`config.mk`:
```
export PLATFORM = sky130hd
export DESIGN_NAME = txfir_emph
export DESIGN_NICKNAME = d
export VERILOG_FILES = /design/src/rtl/txfir_pkg.sv /design/src/rtl/txfir_coef_bank.sv /design/src/rtl/txfir_pattern_gen.sv /design/src/rtl/txfir_delay_line.sv /design/src/rtl/txfir_tap_sum.sv /design/src/rtl/txfir_emph.sv
export SDC_FILE = /design/constraint.sdc
export NUM_CORES = 1
export LEC_CHECK = 0
export BUFFER_PORTS_ARGS = -buffer_cell sky130_fd_sc_hd__buf_4
export CAP_MARGIN = 25
export CELL_PAD_IN_SITES_DETAIL_PLACEMENT = 1
export CELL_PAD_IN_SITES_GLOBAL_PLACEMENT = 2
export CORE_UTILIZATION = 41
export CTS_CLUSTER_SIZE = 8
export DETAILED_ROUTE_END_ITERATION = 10
export GPL_ROUTABILITY_DRIVEN = 0
export PLACE_DENSITY = 0.95
export SYNTH_ARGS = -nofsm -noshare
export SYNTH_HDL_FRONTEND = slang
export SYNTH_SLANG_ARGS = --single-unit
```
`constraint.sdc`:
```
create_clock -name clk_i -period 9.21 [get_ports clk_i]
set_input_delay 2.763 -clock clk_i [delete_from_list [all_inputs] [get_ports clk_i]]
set_output_delay 2.763 -clock clk_i [all_outputs]
set_load 0.05 [all_outputs]
```
`src/rtl/txfir_pkg.sv`:
```
package txfir_pkg;

  localparam int SEL_W  = 2;
  localparam int N_TAPS = 3;

  typedef enum logic [SEL_W-1:0] {
    SEL_PRE  = 2'd0,
    SEL_MAIN = 2'd1,
    SEL_POST = 2'd2,
    SEL_NONE = 2'd3
  } coef_sel_e;

endpackage

```
`src/rtl/txfir_coef_bank.sv`:
```
module txfir_coef_bank
  import txfir_pkg::*;
#(
  parameter int W_W = 6
) (
  input  logic                  clk_i,
  input  logic                  rst_ni,
  input  logic                  we_i,
  input  logic [SEL_W-1:0]      sel_i,
  input  logic signed [W_W-1:0] wdata_i,
  output logic signed [W_W-1:0] w_pre_o,
  output logic signed [W_W-1:0] w_main_o,
  output logic signed [W_W-1:0] w_post_o
);

  localparam logic signed [W_W-1:0] W_MAX = W_W'((2 ** (W_W - 1)) - 1);

  logic signed [W_W-1:0] w_q [N_TAPS];

  for (genvar k = 0; k < N_TAPS; k++) begin : g_w
    localparam logic signed [W_W-1:0] RST_V = (k == int'(SEL_MAIN)) ? W_MAX : '0;
    always_ff @(posedge clk_i or negedge rst_ni) begin
      if (!rst_ni)                              w_q[k] <= RST_V;
      else if (we_i && (sel_i == SEL_W'(k)))    w_q[k] <= wdata_i;
    end
  end

  assign w_pre_o  = w_q[int'(SEL_PRE)];
  assign w_main_o = w_q[int'(SEL_MAIN)];
  assign w_post_o = w_q[int'(SEL_POST)];

  AST_SEL_NONE_NOP: assert property (@(posedge clk_i) disable iff (!rst_ni)
    (we_i && sel_i == SEL_NONE) |=> ($stable(w_pre_o) && $stable(w_main_o) && $stable(w_post_o)));

  AST_MAIN_WRITE: assert property (@(posedge clk_i) disable iff (!rst_ni)
    (we_i && sel_i == SEL_MAIN) |=> (w_main_o == $past(wdata_i)));

endmodule

```
`src/rtl/txfir_pattern_gen.sv`:
```
module txfir_pattern_gen #(
  parameter int HALF = 8
) (
  input  logic clk_i,
  input  logic rst_ni,
  input  logic en_i,
  output logic bit_o
);

  localparam int CNT_W = $clog2(2 * HALF);
  localparam logic [CNT_W-1:0] LAST   = CNT_W'(2 * HALF - 1);
  localparam logic [CNT_W-1:0] HALF_C = CNT_W'(HALF);

  logic [CNT_W-1:0] cnt_q;

  always_ff @(posedge clk_i or negedge rst_ni) begin
    if (!rst_ni)            cnt_q <= '0;
    else if (!en_i)         cnt_q <= '0;
    else if (cnt_q == LAST) cnt_q <= '0;
    else                    cnt_q <= cnt_q + 1'b1;
  end

  assign bit_o = en_i && (cnt_q >= HALF_C);

  // level only flips at a half-period boundary
  AST_PAT_HOLD: assert property (@(posedge clk_i) disable iff (!rst_ni)
    (en_i && $past(en_i) && cnt_q != '0 && cnt_q != HALF_C) |-> (bit_o == $past(bit_o)));

  AST_PAT_START_LOW: assert property (@(posedge clk_i) disable iff (!rst_ni)
    $rose(en_i) |-> !bit_o);

endmodule

```
`src/rtl/txfir_delay_line.sv`:
```
module txfir_delay_line #(
  parameter int DEPTH = 2
) (
  input  logic             clk_i,
  input  logic             rst_ni,
  input  logic             d_i,
  output logic [DEPTH-1:0] taps_o
);

  logic [DEPTH-1:0] d_q;

  for (genvar k = 0; k < DEPTH; k++) begin : g_stage
    if (k == 0) begin : g_head
      always_ff @(posedge clk_i or negedge rst_ni) begin
        if (!rst_ni) d_q[k] <= 1'b0;
        else         d_q[k] <= d_i;
      end
    end else begin : g_body
      always_ff @(posedge clk_i or negedge rst_ni) begin
        if (!rst_ni) d_q[k] <= 1'b0;
        else         d_q[k] <= d_q[k-1];
      end
      AST_DELAY_SHIFT: assert property (@(posedge clk_i) disable iff (!rst_ni)
        1'b1 |=> (d_q[k] == $past(d_q[k-1])));
    end
  end

  assign taps_o = d_q;

endmodule

```
`src/rtl/txfir_tap_sum.sv`:
```
module txfir_tap_sum
  import txfir_pkg::*;
#(
  parameter int W_W   = 6,
  parameter int OUT_W = 8
) (
  input  logic                    clk_i,
  input  logic                    rst_ni,
  input  logic [N_TAPS-1:0]       sym_i,    // [2] pre, [1] main, [0] post
  input  logic signed [W_W-1:0]   w_pre_i,
  input  logic signed [W_W-1:0]   w_main_i,
  input  logic signed [W_W-1:0]   w_post_i,
  output logic signed [OUT_W-1:0] level_o
);

  localparam int SUM_W   = W_W + 2;
  localparam int RST_INT = -((2 ** (W_W - 1)) - 1);
  localparam logic signed [OUT_W-1:0] RST_LEVEL = OUT_W'(RST_INT);

  logic signed [W_W-1:0]   w_arr [N_TAPS];
  logic signed [SUM_W-1:0] sum_w;
  logic signed [OUT_W-1:0] sat_w;
  logic signed [OUT_W-1:0] level_q;

  assign w_arr[0] = w_post_i;
  assign w_arr[1] = w_main_i;
  assign w_arr[2] = w_pre_i;

  always_comb begin
    sum_w = '0;
    for (int k = 0; k < N_TAPS; k++) begin
      if (sym_i[k]) sum_w = sum_w + {{2{w_arr[k][W_W-1]}}, w_arr[k]};
      else          sum_w = sum_w - {{2{w_arr[k][W_W-1]}}, w_arr[k]};
    end
  end

  always_ff @(posedge clk_i or negedge rst_ni) begin
    if (!rst_ni) level_q <= RST_LEVEL;
    else         level_q <= sat_w;
  end

  if (OUT_W >= SUM_W) begin : g_wide
    assign sat_w = OUT_W'(sum_w);
  end else begin : g_sat
    localparam logic signed [SUM_W-1:0] OMAX = SUM_W'((2 ** (OUT_W - 1)) - 1);
    localparam logic signed [SUM_W-1:0] OMIN = SUM_W'(-(2 ** (OUT_W - 1)));

    always_comb begin
      if (sum_w > OMAX)      sat_w = OMAX[OUT_W-1:0];
      else if (sum_w < OMIN) sat_w = OMIN[OUT_W-1:0];
      else                   sat_w = sum_w[OUT_W-1:0];
    end

    AST_SAT_HI: assert property (@(posedge clk_i) disable iff (!rst_ni)
      (sum_w > OMAX) |=> (level_q == OMAX[OUT_W-1:0]));
    AST_SAT_LO: assert property (@(posedge clk_i) disable iff (!rst_ni)
      (sum_w < OMIN) |=> (level_q == OMIN[OUT_W-1:0]));
  end

  assign level_o = level_q;

endmodule

```
`src/rtl/txfir_emph.sv`:
```
module txfir_emph
  import txfir_pkg::*;
#(
  parameter int W_W      = 6,
  parameter int OUT_W    = 8,
  parameter int PAT_HALF = 8
) (
  input  logic             clk_i,
  input  logic             rst_ni,
  input  logic             bit_i,
  input  logic             pat_en_i,
  input  logic             coef_we_i,
  input  logic [SEL_W-1:0] coef_sel_i,
  input  logic [W_W-1:0]   coef_wdata_i,
  output logic [OUT_W-1:0] level_o
);

  localparam int DLY = N_TAPS - 1;

  logic                    pat_bit;
  logic                    src_bit;
  logic [DLY-1:0]          dly_taps;
  logic signed [W_W-1:0]   w_pre, w_main, w_post;
  logic signed [OUT_W-1:0] level_s;

  txfir_pattern_gen #(.HALF(PAT_HALF)) u_pat (
    .clk_i  (clk_i),
    .rst_ni (rst_ni),
    .en_i   (pat_en_i),
    .bit_o  (pat_bit)
  );

  // newest bit feeds the pre tap directly; registers hold main and post
  assign src_bit = pat_en_i ? pat_bit : bit_i;

  txfir_delay_line #(.DEPTH(DLY)) u_dly (
    .clk_i  (clk_i),
    .rst_ni (rst_ni),
    .d_i    (src_bit),
    .taps_o (dly_taps)
  );

  txfir_coef_bank #(.W_W(W_W)) u_coef (
    .clk_i    (clk_i),
    .rst_ni   (rst_ni),
    .we_i     (coef_we_i),
    .sel_i    (coef_sel_i),
    .wdata_i  ($signed(coef_wdata_i)),
    .w_pre_o  (w_pre),
    .w_main_o (w_main),
    .w_post_o (w_post)
  );

  txfir_tap_sum #(.W_W(W_W), .OUT_W(OUT_W)) u_sum (
    .clk_i    (clk_i),
    .rst_ni   (rst_ni),
    .sym_i    ({src_bit, dly_taps[0], dly_taps[DLY-1]}),
    .w_pre_i  (w_pre),
    .w_main_i (w_main),
    .w_post_i (w_post),
    .level_o  (level_s)
  );

  assign level_o = level_s;

  AST_PAT_OVERRIDE: assert property (@(posedge clk_i) disable iff (!rst_ni)
    (pat_en_i && !$rose(pat_en_i) && $past(pat_en_i)) |-> (src_bit == pat_bit));

endmodule

```
; ---- After elaboration in Yosys (flattened, before gate mapping)
; Cells that the tools add are included.
[word_totals]
reg_bits = 32
input_bits = 13
[op_classes]
reduce_logical = 5
muxes = 6
n_eq_ne = 3
add_sub_neg = 6
order_cmp = 1
[op_table]
columns = op, count
row1 = 8-bit 2-to-1 mux, 3
row2 = 8-bit adder, 2
row3 = 8-bit subtractor, 2
row4 = 4-bit 2-to-1 mux, 2
row5 = 1-bit by 6-bit subtractor with 7-bit output (first input constant), 1
row6 = 4-bit by 1-bit adder with 4-bit output (second input constant), 1
row7 = 4-bit == test (second input constant), 1
row8 = 4-bit >= comparator (second input constant), 1
row9 = 1-bit logical AND, 4
row10 = 2-bit by 1-bit == test with 1-bit output (second input constant), 1
row11 = 2-bit == test (second input constant), 1
row12 = 2-bit zero test, 1
row13 = 1-bit 2-to-1 mux, 1

; ---- Longest topological paths before layout
; Gate-level depths: netlist of the first run.
[logic_depth]
word_depth = 6
mapped_depth = 16
ltp_nobuf = 16

; ---- Modules after synthesis
; Synthesis of the first run repeated with hierarchy kept, for this count alone.
[unflattened]
cells_unflattened = 192
hier_area_um2 = 2064.5
[modules_own_cells]
columns = module, cells_per_inst, n_inst, area_per_inst_um2
row1 = txfir_tap_sum, 135, 1, 1118.6
row2 = txfir_coef_bank, 39, 1, 700.7
row3 = txfir_pattern_gen, 15, 1, 180.2
row4 = txfir_delay_line, 2, 1, 50.0
row5 = txfir_emph, 1, 1, 15.0

; ---- Worst setup path before layout of the first run
; Ideal clock, no wire load.
[synth_path]
path_type = input to register
startpoint = input port pat_en_i
endpoint = register u_sum.level_q[7] (netlist: u_sum.level_o[7])
required_ps = 9120
n_path_buf = 0
arrival_time_ps = 4872
setup_ps = 90
setup_slack_ps = 4249
path_stages = 9
path_cell_list = mux2_4 -> mux2_2 -> ha_1 -> a21o_1 -> a21oi_2 -> nor2b_1 -> o21a_1 -> o41ai_1 -> xnor3_1
[synth_between]
elab_chain_len = 3
[synth_rtl]
columns = item, line_no
row1 = "start, declared", txfir_emph.sv:11  ; input logic pat_en_i,
row2 = 1-bit logical AND, txfir_pattern_gen.sv:23  ; assign bit_o = en_i && (cnt_q >= HALF_C);
row3 = 1-bit 2-to-1 mux *, txfir_emph.sv:34  ; assign src_bit = pat_en_i ? pat_bit : bit_i;
row4 = 8-bit 2-to-1 mux *, txfir_tap_sum.sv:32  ; if (sym_i[k]) sum_w = sum_w + {{2{w_arr[k][W_W-1]}}, w_arr[k]};
row5 = named net u_sum.sat_w[7], txfir_tap_sum.sv:22  ; logic signed [OUT_W-1:0] sat_w;
row6 = "end signal, assigned", txfir_tap_sum.sv:39  ; else level_q <= sat_w;
row7 = "end, declared", txfir_tap_sum.sv:23  ; logic signed [OUT_W-1:0] level_q;
; The timed path passes the listed nets; every way through them passes the cells marked *.
; A chain may end at the register's enable or synchronous reset.

; ---- Worst setup path after layout of the first run
[layout_path]
startpoint = input port pat_en_i
endpoint = register u_sum.level_q[7] (netlist: u_sum.level_o[7])
[layout_between]
elab_chain_len = 3
[layout_rtl]
columns = item, line_no
row1 = 1-bit logical AND, txfir_pattern_gen.sv:23
row2 = 1-bit 2-to-1 mux *, txfir_emph.sv:34
row3 = named net src_bit, txfir_emph.sv:21  ; logic src_bit;
row4 = 8-bit 2-to-1 mux *, txfir_tap_sum.sv:32
row5 = named net u_sum.sat_w[7], txfir_tap_sum.sv:22
; Marked as above.

==> flow_summary.json, run 1 <==
{
  "status": "finished, final reports clean",
  "yosysSeqAreaShare": 0.396,
  "crit-reg2reg-launch": "u_coef.w_main_o[0]$_DFFE_PN1P_",
  "finalCritPeriodShare": 0.542,
  "cts_buffer_depth": 2,
  "antenna_found_initial": 0,
  "synthCells": 195,
  "syn_area_per_cell_um2": 10.5,
  "rows": 25,
  "slowest_delay_ps": 450,
  "htreeDepth": 2,
  "syn2layout_area_growth_pct": 16.4,
  "synth_largest_area_cell": "dfrtp_1",
  "reg2reg_to": "u_sum.level_o[7]$_DFF_PN1_",
  "drt_pass1_iterations": 4,
  "min_period_ps": 4990,
  "whs_path_depth": 1,
  "avgViaCountPerCell": 5.06,
  "max_slew.worst_pin.slew_ps": 593,
  "worst_hold_path.endpoint": "u_pat.cnt_q[0]$_DFF_PN0_",
  "crit_type": "input pin to register",
  "cts_tree": "built",
  "die_area_um2": 5290,
  "synth-warning-count": 0,
  "grt.overflow.total": 0,
  "fp.dieH_um": 72.7,
  "drc": 0,
  "io_pins": 21,
  "cts.clk_slew.worst_paths_ps": 70,
  "grt_pass1_wl_um": 7850,
  "syn_area_um2": 2050,
  "most-common-layout-cells": "dfrtp_1, buf_4, inv_1, mux2_2, ha_1",
  "critPathSlowestCell": "xnor3_1",
  "antennaDiodeCount": 0,
  "synth-main-ff-cell": "dfrtp_1",
  "antenna_left": 0,
  "max-cap-violations": 0,
  "cp_data_arrival_time_ps": 5200,
  "hpwl_um": 3490,
  "start_kind": "input pin",
  "post_route_cells_drive_above_1_share": 0.270,
  "wl_per_cell_um": 15.8,
  "fin_worst_skew_ps": 7.31,
  "root_buffer": "clkbuf_8",
  "layout_commonest_cell": "dfrtp_1",
  "required_ps": 9410,
  "r2r_slack_ps": 5740,
  "ir_drop_v": 0.000147,
  "syn-num-nets": 229,
  "placed_cells": 281,
  "crit_fanout": 9,
  "grt_max_degree": 33,
  "cts_buffers": 5,
  "initialDrtViolationCount": 51,
  "fmax_mhz": 200,
  "leakagePower_nw": 1.11,
  "relSlewSlack": 0.603,
  "post-route-util": 0.502,
  "worstHoldPathType": "register to register",
  "nNetsFinal": 255,
  "synthDistinctLibCells": 32,
  "cts_setup_buffers": 0,
  "cts_hold_buf": 0,
  "cp_top_family": "compound AO/OA/AOI/OAI gates",
  "fp.dieW_um": 72.7,
  "ys_top_cells_by_area": "dfrtp_1, ha_1, dfstp_2, mux2_2, xor2_1",
  "start_util": 0.431,
  "hp-start": "u_pat.cnt_q[0]$_DFF_PN0_",
  "finalNonFillerCells": 289,
  "cts.sinks": 32,
  "slew_viol_final": 0,
  "reg2reg_depth": 12,
  "grt_pass1_vias": 1624,
  "crit_chain": "buf_4 -> mux2_4 -> mux2_2 -> ha_1 -> a21o_1 -> a21oi_2 -> nor2b_1 -> o21a_1 -> o41ai_1 -> xnor3_1",
  "synth-async-reset-ratio": 1.00,
  "track_usage": 0.197,
  "synth_edf_count": 0,
  "power_density_nw_per_um2": 359,
  "endpoint_kind": "register",
  "ys_ff_latch": 32,
  "cts_resized": 0,
  "setup_viol": 0,
  "cp_num_cells": 10,
  "wl_um": 4550,
  "clock_latency_ps": 280,
  "critPathBufInv": 1,
  "tns_ps": 0,
  "rsz0062_at_grt": "false",
  "whs_ps": 503,
  "finalHoldViolations": 0,
  "netlist.area_leader.share": 0.281,
  "num_vias": 1462,
  "numPortBuffers": 20,
  "core_um2": 4750,
  "fillers": 540,
  "power_uw": 856
}
-- Yosys cell counts (2+ instances only) --
cell type and instances:
dfstp_2 9, mux2i_1 2, mux2_2 19, nor2b_1 3
nor3_1 6, a21oi_2 2, a21o_1 4, fa_1 2
nand2b_1 2, nor2_1 15, dfrtp_1 23, nand3b_1 2
ha_1 19, o21ai_0 9, xnor2_1 10, xor2_1 14
a21oi_1 11, inv_1 19, o21a_1 2, nand2_1 10
-- sequential cells by signal (all words and copies together) (netlist names) --
signal	cells
u_dly.taps_o	2
u_coef.w_pre_o	6
u_pat.cnt_q	4
u_coef.w_main_o	6
u_coef.w_post_o	6
u_sum.level_o	8
-- stage by stage --
| step | cell area, um^2 | worst slack [ps] |
|---|---|---|
| 3_3_place_gp | 2280 | 3990 |
| 3_5_place_dp | 2280 | 3950 |
| 6_report | 2390 | 4220 |
| 5_1_grt | 2390 | 4020 |
| 4_1_cts | 2390 | 4200 |
| 2_1_floorplan | 2050 | 4250 |
-- layout make-up --
class	instances	area (um^2)	share of cell area
repair buffers	20	150	0.0629
well taps	67	83.8	0.0351
flip-flops and latches	32	812	0.340
multi-input cells	143	1160	0.487
clock buffers	6	72.6	0.0304
clock inverters	2	35.0	0.0147
inverters	19	71.3	0.0299
-- where the power goes --
| part | switching [mW] | total [mW] | leakage (nW) | internal, mW |
|---|---|---|---|---|
| Combinational | 0.271 | 0.502 | 0.678 | 0.231 |
| Clock | 0.0550 | 0.135 | 0.0552 | 0.0803 |
| Sequential | 0.0257 | 0.219 | 0.375 | 0.193 |
-- cells by family after synthesis --
kind of cell | synth area share
buffers and inverters | 0.0372
AO/OA/AOI/OAI | 0.0946
flip-flops | 0.396
adder cells (fa/ha/maj) | 0.135
XOR/XNOR | 0.113
multiplexers | 0.121
AND/OR/NAND/NOR | 0.102
-- metal layers --
layer / track usage / up-vias / wire [um]
li1: - / 718 / -
met1: 0.254 / 709 / 2020
met2: 0.337 / 26 / 2320
met3: 0.0359 / 9 / 132
met4: 0.0588 / 0 / 88
met5: 0 / - / 0
-- how the worst max path moves through the flow --
stage	end	from	slack, ps
6_report	u_sum.level_o[7]$_DFF_PN1_	pat_en_i	4220
5_1_grt	u_sum.level_o[7]$_DFF_PN1_	pat_en_i	4020
4_1_cts	u_sum.level_o[7]$_DFF_PN1_	pat_en_i	4200
3_5_place_dp	u_sum.level_o[7]$_DFF_PN1_	pat_en_i	3950
3_3_place_gp	u_sum.level_o[7]$_DFF_PN1_	pat_en_i	3990
2_1_floorplan	u_sum.level_o[7]$_DFF_PN1_	pat_en_i	4250
Power figures use the tool's default switching activity.
==> run 2: changes to the inputs <==
--- a/config.mk
+++ b/config.mk
@@ -5,15 +5,16 @@
 export SDC_FILE = /design/constraint.sdc
 export NUM_CORES = 1
 export LEC_CHECK = 0
+export ABC_AREA = 1
 export BUFFER_PORTS_ARGS = -buffer_cell sky130_fd_sc_hd__buf_4
 export CAP_MARGIN = 25
 export CELL_PAD_IN_SITES_DETAIL_PLACEMENT = 1
 export CELL_PAD_IN_SITES_GLOBAL_PLACEMENT = 2
-export CORE_UTILIZATION = 41
+export CORE_UTILIZATION = 36
 export CTS_CLUSTER_SIZE = 8
 export DETAILED_ROUTE_END_ITERATION = 10
 export GPL_ROUTABILITY_DRIVEN = 0
-export PLACE_DENSITY = 0.95
+export PLACE_DENSITY = 0.91
 export SYNTH_ARGS = -nofsm -noshare
 export SYNTH_HDL_FRONTEND = slang
 export SYNTH_SLANG_ARGS = --single-unit
==> constraint.sdc (replaced) <==
create_clock -name clk_i -period 4.6 [get_ports clk_i]
set_input_delay 1.38 -clock clk_i [delete_from_list [all_inputs] [get_ports clk_i]]
set_output_delay 1.38 -clock clk_i [all_outputs]
set_load 0.05 [all_outputs]
==> run 2 against run 1 <==
Power grew 90%; first-iteration DRC count grew 73%; worst setup slack lost 3100 ps; final area grew 7.7%; synthesized cell count grew 42%; clock power grew 64%.
==> flow_summary.json, run 2 <==
{
  "layout_commonest_cell": "nand2_1",
  "syn_area_um2": 2250,
  "start_util": 0.376,
  "setup_viol": 0,
  "cts.sinks": 32,
  "cts_buffers": 5,
  "power_density_nw_per_um2": 634,
  "stdcell_area_um2": 2570,
  "initialDrtViolationCount": 88,
  "synthDistinctLibCells": 29,
  "synth_common_cells": "nand2_1, inv_1, o21ai_0",
  "fmax_mhz": 283,
  "fin_worst_skew_ps": 13.5,
  "finalHoldViolations": 0,
  "ys_ff_latch": 32,
  "track_usage": 0.171,
  "syn_area_per_cell_um2": 8.14,
  "worstHoldPathType": "register to register",
  "cts_tree": "built",
  "synth-main-ff-cell": "dfrtp_1",
  "clock_latency_ps": 300,
  "rsz0062_at_grt": "false",
  "synth_largest_area_cell": "dfrtp_1",
  "relSlewSlack": 0.727,
  "synth-async-reset-ratio": 1.00,
  "num_vias": 1842,
  "worst_slack_ps": 1070,
  "synthCells": 277,
  "cp_data_arrival_time_ps": 3770,
  "antenna_left": 0,
  "whs_path_depth": 1,
  "tns_ps": 0,
  "min_period_ps": 3530,
  "htreeDepth": 2,
  "wl_per_cell_um": 12.9,
  "root_buffer": "clkbuf_8",
  "drt_pass1_iterations": 4,
  "fp.dieW_um": 81.1,
  "cts_resized": 0,
  "status": "finished, final reports clean",
  "crit_type": "register to register",
  "leakagePower_nw": 1.31,
  "rows": 28,
  "finalCritPeriodShare": 0.767,
  "syn-num-nets": 311,
  "crit_fanout": 3,
  "reg2reg_depth": 18,
  "antenna_found_initial": 0,
  "endpoint_kind": "register",
  "wl_um": 4850,
  "ir_drop_v": 0.000469,
  "synth-warning-count": 0,
  "power_mw": 1.63,
  "grt_max_degree": 33,
  "required_ps": 4840,
  "whs_ps": 490,
  "post_route_cells_drive_above_1_share": 0.219,
  "cts_setup_buffers": 0,
  "antennaDiodeCount": 0,
  "max_slew.worst_pin.slew_ps": 409,
  "drc": 0,
  "avgViaCountPerCell": 4.90,
  "slew_viol_final": 0,
  "numPortBuffers": 20,
  "grt.overflow.total": 0,
  "fp.dieH_um": 81.1,
  "start_kind": "register",
  "ys_top_cells_by_area": "dfrtp_1, ha_1, dfstp_2, nand2_1, inv_1",
  "dpl-instance-area_um2": 2480,
  "synth_most_common_cell": "nand2_1",
  "grt_pass1_vias": 1833,
  "die_area_um2": 6580,
  "grt_pass1_wl_um": 8380,
  "max-cap-violations": 0,
  "syn2layout_area_growth_pct": 14.0,
  "io_pins": 21,
  "nNetsFinal": 334,
  "most-common-layout-cells": "nand2_1, inv_1, o21ai_0",
  "cts_buffer_depth": 2,
  "place_ws_ps": 1070,
  "hpwl_um": 3930,
  "core_um2": 5990,
  "netlist.area_leader.share": 0.255,
  "cts.clk_slew.worst_paths_ps": 80,
  "yosysSeqAreaShare": 0.360,
  "synth_edf_count": 0,
  "largest_register_ffs": 8,
  "cts_hold_buf": 0
}
## run 2: cell type report
type | instances | area, um^2
clock buffers | 5 | 68.8
inverters | 47 | 181
fillers | 751 | 3420
multi-input cells | 194 | 1240
clock inverters | 3 | 18.8
flip-flops and latches | 32 | 812
well taps | 75 | 93.8
repair buffers | 20 | 150
## run 2: critical path, cell delays in order, from the launching register on
cell and delay (ps):
dfstp_2 550, inv_1 80, ha_1 280, inv_1 30
o21ai_0 230, inv_1 110, fa_1 470, o21ai_0 300
nand2_1 90, nand2_1 70, a21oi_1 70, xnor2_1 130
ha_1 340, a21oi_1 180, o21ai_0 100, a31oi_1 230
inv_1 80, nand3_1 80, nand2_1 60
## run 2: metal layers
metal  GRT usage  share of wire  wire, um  vias to the layer above
li1            -              -         -                      937
met1       0.221           0.48      2340                      868
met2       0.281           0.47      2260                       29
met3      0.0393          0.037       180                        8
met4      0.0589          0.015        74                        0
met5           0              0         0                        -
## run 2: worst paths after layout
check,start,end,slack [ps]
hold reg to reg,u_pat.cnt_q[0]$_DFF_PN0_,u_pat.cnt_q[0]$_DFF_PN0_,490
min in group asynchronous,rst_ni,u_sum.level_o[3]$_DFF_PN0_,1010
hold / removal,u_pat.cnt_q[0]$_DFF_PN0_,u_pat.cnt_q[0]$_DFF_PN0_,490
setup reg to reg,u_coef.w_main_o[0]$_DFFE_PN1P_,u_sum.level_o[7]$_DFF_PN1_,1070
setup / recovery,u_coef.w_main_o[0]$_DFFE_PN1P_,u_sum.level_o[7]$_DFF_PN1_,1070
max in group asynchronous,rst_ni,u_coef.w_main_o[2]$_DFFE_PN1P_,3250
## run 2: through the flow
| step | cells | utilization |
|---|---|---|
| 6_report | 376 | 0.429 |
| 5_1_grt | 376 | 0.429 |
| 4_1_cts | 376 | 0.429 |
| 3_5_place_dp | 368 | 0.414 |
| 3_3_place_gp | 368 | 0.414 |
| 2_1_floorplan | 277 | - |
## run 2: report_power, final
| group | leakage (nW) | total [mW] | switching [mW] | internal, mW |
|---|---|---|---|---|
| Clock | 0.0479 | 0.221 | 0.116 | 0.105 |
| Combinational | 0.876 | 0.981 | 0.606 | 0.375 |
| Sequential | 0.381 | 0.426 | 0.0498 | 0.376 |
| Total | 1.31 | 1.63 | 0.771 | 0.857 |
## run 2: cells by family after synthesis
logic type	after synthesis	share of synthesized area
AND/OR/NAND/NOR	104	0.229
buffers and inverters	51	0.0877
AO/OA/AOI/OAI	50	0.126
flip-flops	32	0.360
adder cells (fa/ha/maj)	21	0.123
XOR/XNOR	19	0.0738
